**src/rtl/refresh_arbiter.sv**
```systemverilog
module refresh_arbiter #(
  parameter int PEND_W = 4,
  parameter int CNT_W  = 11
) (
  input  logic       clk,
  input  logic       rst_n,
  input  logic [2:0] ivl_sel,
  input  logic       req_disp,
  input  logic       req_cpu,
  input  logic       ref_done,
  output logic [2:0] gnt,
  output logic       ref_cmd
);

  localparam logic [PEND_W-1:0] PEND_MAX = '1;

  typedef enum logic [1:0] {OWN_NONE, OWN_CPU, OWN_REF, OWN_DISP} owner_t;

  function automatic logic [CNT_W-1:0] ivl_len(input logic [2:0] s);
    case (s)
      3'd0:    ivl_len = CNT_W'(47);
      3'd1:    ivl_len = CNT_W'(78);
      3'd2:    ivl_len = CNT_W'(156);
      3'd3:    ivl_len = CNT_W'(312);
      3'd4:    ivl_len = CNT_W'(468);
      3'd5:    ivl_len = CNT_W'(624);
      3'd6:    ivl_len = CNT_W'(936);
      default: ivl_len = CNT_W'(1248);
    endcase
  endfunction

  logic [CNT_W-1:0]  cnt;
  logic [PEND_W-1:0] pend, pend_nx;
  owner_t            own, own_nx;
  logic              keep;

  wire tick    = (cnt == '0);
  wire done_ok = (own == OWN_REF) && ref_done;

  always_ff @(posedge clk) begin
    if (!rst_n)    cnt <= ivl_len(ivl_sel) - CNT_W'(1);
    else if (tick) cnt <= ivl_len(ivl_sel) - CNT_W'(1);
    else           cnt <= cnt - CNT_W'(1);
  end

  always_comb begin
    pend_nx = pend;
    if (tick && !done_ok && pend != PEND_MAX)
      pend_nx = pend + PEND_W'(1);
    else if (done_ok && !tick && pend != '0)
      pend_nx = pend - PEND_W'(1);
  end

  assign keep = ((own == OWN_DISP) && req_disp) ||
                ((own == OWN_CPU)  && req_cpu)  ||
                ((own == OWN_REF)  && !ref_done);

  always_comb begin
    if (keep)                 own_nx = own;
    else if (req_disp)        own_nx = OWN_DISP;
    else if (pend_nx != '0)   own_nx = OWN_REF;
    else if (req_cpu)         own_nx = OWN_CPU;
    else                      own_nx = OWN_NONE;
  end

  always_ff @(posedge clk) begin
    if (!rst_n) begin
      pend    <= '0;
      own     <= OWN_NONE;
      ref_cmd <= 1'b0;
    end else begin
      pend    <= pend_nx;
      own     <= own_nx;
      ref_cmd <= (own_nx == OWN_REF) && ((own != OWN_REF) || ref_done);
    end
  end

  assign gnt = {own == OWN_DISP, own == OWN_REF, own == OWN_CPU};

endmodule


```
**config.mk**
```make
export PLATFORM = sky130hd
export DESIGN_NAME = refresh_arbiter
export DESIGN_NICKNAME = d
export VERILOG_FILES = /design/src/rtl/refresh_arbiter.sv
export SDC_FILE = /design/constraint.sdc
export NUM_CORES = 1
export LEC_CHECK = 0
export CAP_MARGIN = 5
export CORE_MARGIN = 2
export CORE_UTILIZATION = 60
export DETAILED_ROUTE_END_ITERATION = 10
export PLACE_DENSITY = 0.83
export SKIP_CTS_REPAIR_TIMING = 1
export SYNTH_ARGS = -nofsm -noshare
export SYNTH_HDL_FRONTEND = slang
export SYNTH_SLANG_ARGS = --single-unit
```
**constraint.sdc**
```tcl
create_clock -name clk -period 3.9 [get_ports clk]
set_input_delay 0.39 -clock clk [delete_from_list [all_inputs] [get_ports clk]]
set_output_delay 0.39 -clock clk [all_outputs]
set_load 0.005 [all_outputs]
```
==> metrics.cfg, run 1 <==
[synthesis]
ys_types=53
synth_ff_type=dfxtp_1
yosysSeqAreaShare=0.2679
ys_ff_latch=18
synth.cell_area_sq_mm=0.001345
syn-mean-instance-area_sq_um=8.354
async_reset_ff_frac=0
mappedNetlistNets=176
synthCells=161
yosysWarnings=0
synth_edf_count=0

[setup_path]
crit_family=buffers and inverters
worstPathArrival_ns=3.00
cp.required_ns=4.09
cpMaxStageDelayCell=clkdlybuf4s50_1
crit_path_start_kind=input port
crit_type=in -> reg
cpPeakStageDelay_ns=0.73
path_max_fanout=13
regToRegSetupSlack_ns=1.74
cp_cell_sequence=clkdlybuf4s50_1, inv_1, fa_1, nand2b_1, nand3_1, or4_1, o21a_1, a21boi_0, o22ai_1
critPathCaptureType=flop
worst-path-buf-inv=2

[sta]
whs_ns=0.5011
finalCritPeriodShare=0.7218
finalSetupViolCount=0
finalHoldViolCount=0
fin_setup_tns_ns=0
fin_crit_ns=2.815
slew_violations=0
max_freq_mhz=355.2
skew_ns=0.009094
worst_slew_pin_slew_ns=0.4190
rsz0062_at_grt=false
relSlewSlack=0.7198

[clock_tree]
root_buffer=clkbuf_4
htree_levels=1
clk_latency_ns=0.30
cts_buffers=3
cts_tree=built
clock-sinks=18
path_clk_slew_ns=0.11
cts.path.max_buffers=2

[global_routing]
grt_pass1_wl_um=4381
use_met2=0.4048
grt_use_met3=0.03801
grt_max_degree=15
grt-ovfl-total=0
antenna_found_initial=0
grt_usage=0.2176
top_usage_layer=met2
gr-usage-met1=0.2445
grt_pass1_vias=1070

[layout]
layout.nets=185
layout-drive-gt1-share=0.09467
layout_commonest_cell=dfxtp_1
area_growth_pct=10.70
mostFrequentLayoutCells=dfxtp_1, nand2_1, inv_1, xnor2_1, clkdlybuf4s50_1
antenna_cells=0
fillCellCount=179

[run_status]
status=completed

[power]
leakagePower_nw=0.5837
peakVddDrop_mv=0.2208
power_w=0.0004877
power.density_mw_per_mm2=327.5

[floorplan]
start_util=0.6200
io_pins=12
core_sq_mm=0.002170
die-width_um=51.35
die-area_sq_mm=0.002636
die_y_um=51.35
core.rowCount=17

[route]
drt-initial-drc-count=14
drtAntennaViolNets=0
finalWirelength_um=2511
drt_first_pass_iters=4
wl_per_cell_um=12.75
drc=0
num_vias=1167
viasPerCell=5.924

[hold_path]
hp-class=reg -> reg

[placement]
gp_congestion=0.8249
io_buffers=11
dp.final_hpwl_um=1975

[run]
maxCapViolations=0

==> flip-flops by register name, indices dropped and copies added, names as in the netlist <==
name / cells
ref_cmd: 1
own: 2
cnt: 11
pend: 4
==> power by group <==
part | leakage (nW) | total [W] | switching [W] | internal [W]
sequential | 0.149 | 0.000234 | 0.0000271 | 0.000207
clock | 0.0210 | 0.000114 | 0.0000573 | 0.0000569
combinational | 0.413 | 0.000140 | 0.0000675 | 0.0000721
total | 0.584 | 0.000488 | 0.000152 | 0.000336
==> logic make-up after synthesis <==
group,Yosys count,share of synthesized area
multiplexers,4,0.03256
buffers and inverters,18,0.05860
adder cells (fa/ha/maj),7,0.07070
flip-flops,18,0.2679
AO/OA/AOI/OAI,33,0.1740
AND/OR/NAND/NOR,67,0.3051
XOR/XNOR,14,0.09116
==> synthesized netlist by cell type (all sizes together), types with 5 or more instances <==
library cell,number,area share
nor3b,5,0.035
ha,6,0.056
inv,11,0.031
nand3,6,0.022
a21oi,8,0.030
dfxtp,18,0.27
nor2,10,0.028
xnor2,11,0.072
nand2,13,0.036
==> worst reg2reg max path, stage by stage (launching register included) <==
cell,delay [ns]
dfxtp_1,0.35
inv_1,0.06
ha_1,0.21
nor4b_2,0.32
nand4_1,0.29
mux2i_2,0.26
o221ai_2,0.22
nor3b_2,0.25
a21oi_1,0.09
==> area by class of cell <==
class	instances	area, sq um	area share
Sequential cell	18	360.3	0.2420
Timing Repair Buffer	11	110.1	0.07395
Multi-Input combinational cell	125	905.9	0.6084
Tap cell	28	35.03	0.02353
Clock buffer	4	36.28	0.02437
Inverter	11	41.29	0.02773
==> routing by layer <==
metal | part of all wire | wire length (um) | up-vias
li1 | - | - | 592
met3 | 0.016 | 40 | 4
met2 | 0.52 | 1302 | 15
met1 | 0.45 | 1142 | 556
met5 | 0 | 0 | -
met4 | 0.010 | 26 | 0
==> path summary, 6_finish.rpt <==
check,start,to,cells after the start
hold reg to reg,cnt[0]$_DFF_P_,cnt[0]$_DFF_P_,1
hold / removal,cnt[0]$_DFF_P_,cnt[0]$_DFF_P_,1
setup reg to reg,cnt[0]$_DFF_P_,own[1]$_SDFF_PN0_,8
setup / recovery,ivl_sel[2],cnt[9]$_DFF_P_,9
==> per-stage QoR <==
| step | instances | utilization | worst slack [ns] | cell area (sq um) |
|---|---|---|---|---|
| 4_1_cts | 197 | 0.6863 | 1.094 | 1489 |
| 3_3_place_gp | 193 | 0.6696 | 0.8846 | 1453 |
| 3_5_place_dp | 193 | 0.6696 | 0.7843 | 1453 |
| 5_1_grt | 197 | 0.6863 | 0.8970 | 1489 |
| 2_1_floorplan | 161 | - | 1.453 | 1345 |
| 6_report | 197 | 0.6863 | 1.085 | 1489 |
Power figures use the tool's default switching activity.
==> run 2: changes to the inputs <==
--- a/config.mk
+++ b/config.mk
@@ -7,9 +7,9 @@
 export LEC_CHECK = 0
 export CAP_MARGIN = 5
 export CORE_MARGIN = 2
-export CORE_UTILIZATION = 60
+export CORE_UTILIZATION = 51
 export DETAILED_ROUTE_END_ITERATION = 10
-export PLACE_DENSITY = 0.83
+export PLACE_DENSITY = 0.75
 export SKIP_CTS_REPAIR_TIMING = 1
 export SYNTH_ARGS = -nofsm -noshare
 export SYNTH_HDL_FRONTEND = slang
==> constraint.sdc (replaced) <==
create_clock -name clk -period 2.5 [get_ports clk]
set_input_delay 0.25 -clock clk [delete_from_list [all_inputs] [get_ports clk]]
set_output_delay 0.25 -clock clk [all_outputs]
set_load 0.005 [all_outputs]
==> metrics.cfg, run 2 (synthesis results as in run 1) <==
[floorplan]
core_sq_mm=0.002477  ; +14%
die-width_um=55.36  ; +7.8%
start_util=0.5429  ; -0.07702
io_pins=12  ; unchanged
die_y_um=55.36  ; +7.8%
core.rowCount=18  ; +1
die-area_sq_mm=0.003064  ; +16%

[sta]
slew_violations=0  ; unchanged
finalCritPeriodShare=0.9063
fin_crit_ns=2.266
skew_ns=0.005563  ; -0.003530 ns
max_freq_mhz=441.3
finalHoldViolCount=0  ; unchanged
fin_setup_tns_ns=0  ; unchanged
finalSetupViolCount=0  ; unchanged
worst_slew_pin_slew_ns=0.3272  ; -0.09180 ns
rsz0062_at_grt=false
relSlewSlack=0.7803  ; +0.06044

[layout]
layout_commonest_cell=dfxtp_1
final_cells=207  ; +5.1%
layout-drive-gt1-share=0.1356  ; +0.04092
area_growth_pct=14.88
largestRegisters=cnt (11), pend (4), own (2)
largest_register_ffs=11  ; unchanged
antenna_cells=0  ; unchanged
top_register=cnt
layout.nets=194  ; +4.9%
final_util=0.6237  ; -0.06254
mostFrequentLayoutCells=dfxtp_1, nand2_1, inv_1, xnor2_1, clkdlybuf4s50_1

[placement]
gp_congestion=0.9008  ; +9.2%
io_buffers=11  ; unchanged
dp.final_hpwl_um=2171  ; +9.9%
dp.cells=204  ; +5.7%

[route]
num_vias=1212  ; +3.9%
wl_per_cell_um=13.37  ; +4.9%
drtAntennaViolNets=0  ; unchanged
viasPerCell=5.855  ; -1.2%
drc=0  ; unchanged
drt_first_pass_iters=4  ; unchanged
finalWirelength_um=2767  ; +10%
drt-initial-drc-count=26  ; +12

[clock_tree]
root_buffer=clkbuf_4
cts.path.max_buffers=2  ; unchanged
htree_levels=1  ; unchanged
cts_buffers=3  ; unchanged
path_clk_slew_ns=0.10  ; about the same
cts_tree=built
clk_latency_ns=0.29  ; about the same
clock-sinks=18  ; unchanged

[setup_path]
crit_type=reg -> reg
worstPathArrival_ns=2.43  ; -0.57 ns
startpoint=cnt[0]$_DFF_P_
reg2reg_from=cnt[0]$_DFF_P_
path_max_fanout=4  ; -9
cp.required_ns=2.67  ; -1.42 ns
cpMaxStageDelayCell=dfxtp_1
cpPeakStageDelay_ns=0.34  ; -0.39 ns
cp_cell_sequence=inv_1, ha_1, nor4b_2, nand4_1, mux2i_2, o221ai_2, nor3b_2, a21oi_1
critPathCaptureType=flop
crit_path_start_kind=flop

[global_routing]
grt_pass1_vias=1139  ; +6.4%
use_met2=0.3248  ; -0.07993
gr-usage-met1=0.2663  ; +0.02176
grt_usage=0.1952  ; -0.02242
grt_use_met3=0.02342  ; -0.01459
top_usage_layer=met2
grt_pass1_wl_um=5009  ; +14%
antenna_found_initial=0  ; unchanged
grt-ovfl-total=0  ; unchanged
grt_max_degree=15  ; unchanged

[run]
maxCapViolations=0  ; unchanged

[hold_path]
hp-class=reg -> reg
worstHoldStart=cnt[0]$_DFF_P_

[power]
peakVddDrop_mv=0.3052  ; +38%
leakagePower_nw=0.6189  ; +6.0%
power.density_mw_per_mm2=478.2  ; +46%

[run_status]
status=completed

## run 2: per-stage QoR
stage	cell area, sq um	total power [W]	hold WS [ns]	setup slack [ns]
final	1545	0.0007389	0.5072	0.2341
after global placement	1523	0.0005922	0.4700	0.05012
after global routing	1545	0.0007909	0.5676	0.09497
after detailed placement	1523	0.0006032	0.4978	0.01113
after floorplan	1345	0.0005274	0.3717	0.1931
after CTS	1545	0.0007440	0.5191	0.2406
## run 2: power breakdown
part / total [W] / leakage (nW) / internal [W] / switching (W)
sequential: 0.000365 / 0.149 / 0.000323 / 0.0000421
combinational: 0.000234 / 0.456 / 0.000124 / 0.000110
clock: 0.000140 / 0.0138 / 0.0000559 / 0.0000846
## run 2: worst max-delay path, delay by kind of cell, from the launching register on
family,cells,cell delay (ns)
adders and majority gates,1,0.24
DFF,1,0.34
AOI/OAI and AO/OA,2,0.34
buffers and inverters,1,0.06
muxes,1,0.27
and+or+nand+nor,3,0.89
## run 2: final cells by class
cell class                      instances  area [sq um]
Fill cell                             230         932.1
Multi-Input combinational cell        125         905.9
Sequential cell                        18         360.3
Timing Repair Buffer                   20         177.7
Inverter                               11         41.29
Tap cell                               30         37.54
Clock buffer                            3         22.52
## run 2: final timing paths
check	to	slack, ns	cells after the start
setup / recovery	own[1]$_SDFF_PN0_	0.23	8
hold / removal	cnt[0]$_DFF_P_	0.51	1
setup reg to reg	own[1]$_SDFF_PN0_	0.23	8
hold reg to reg	cnt[0]$_DFF_P_	0.51	1
## run 2: routing by layer
layer | wire, um | vias to the layer above
met5 | 0 | -
met4 | 27 | 0
met3 | 114 | 2
met2 | 1300 | 32
met1 | 1324 | 562
li1 | - | 616
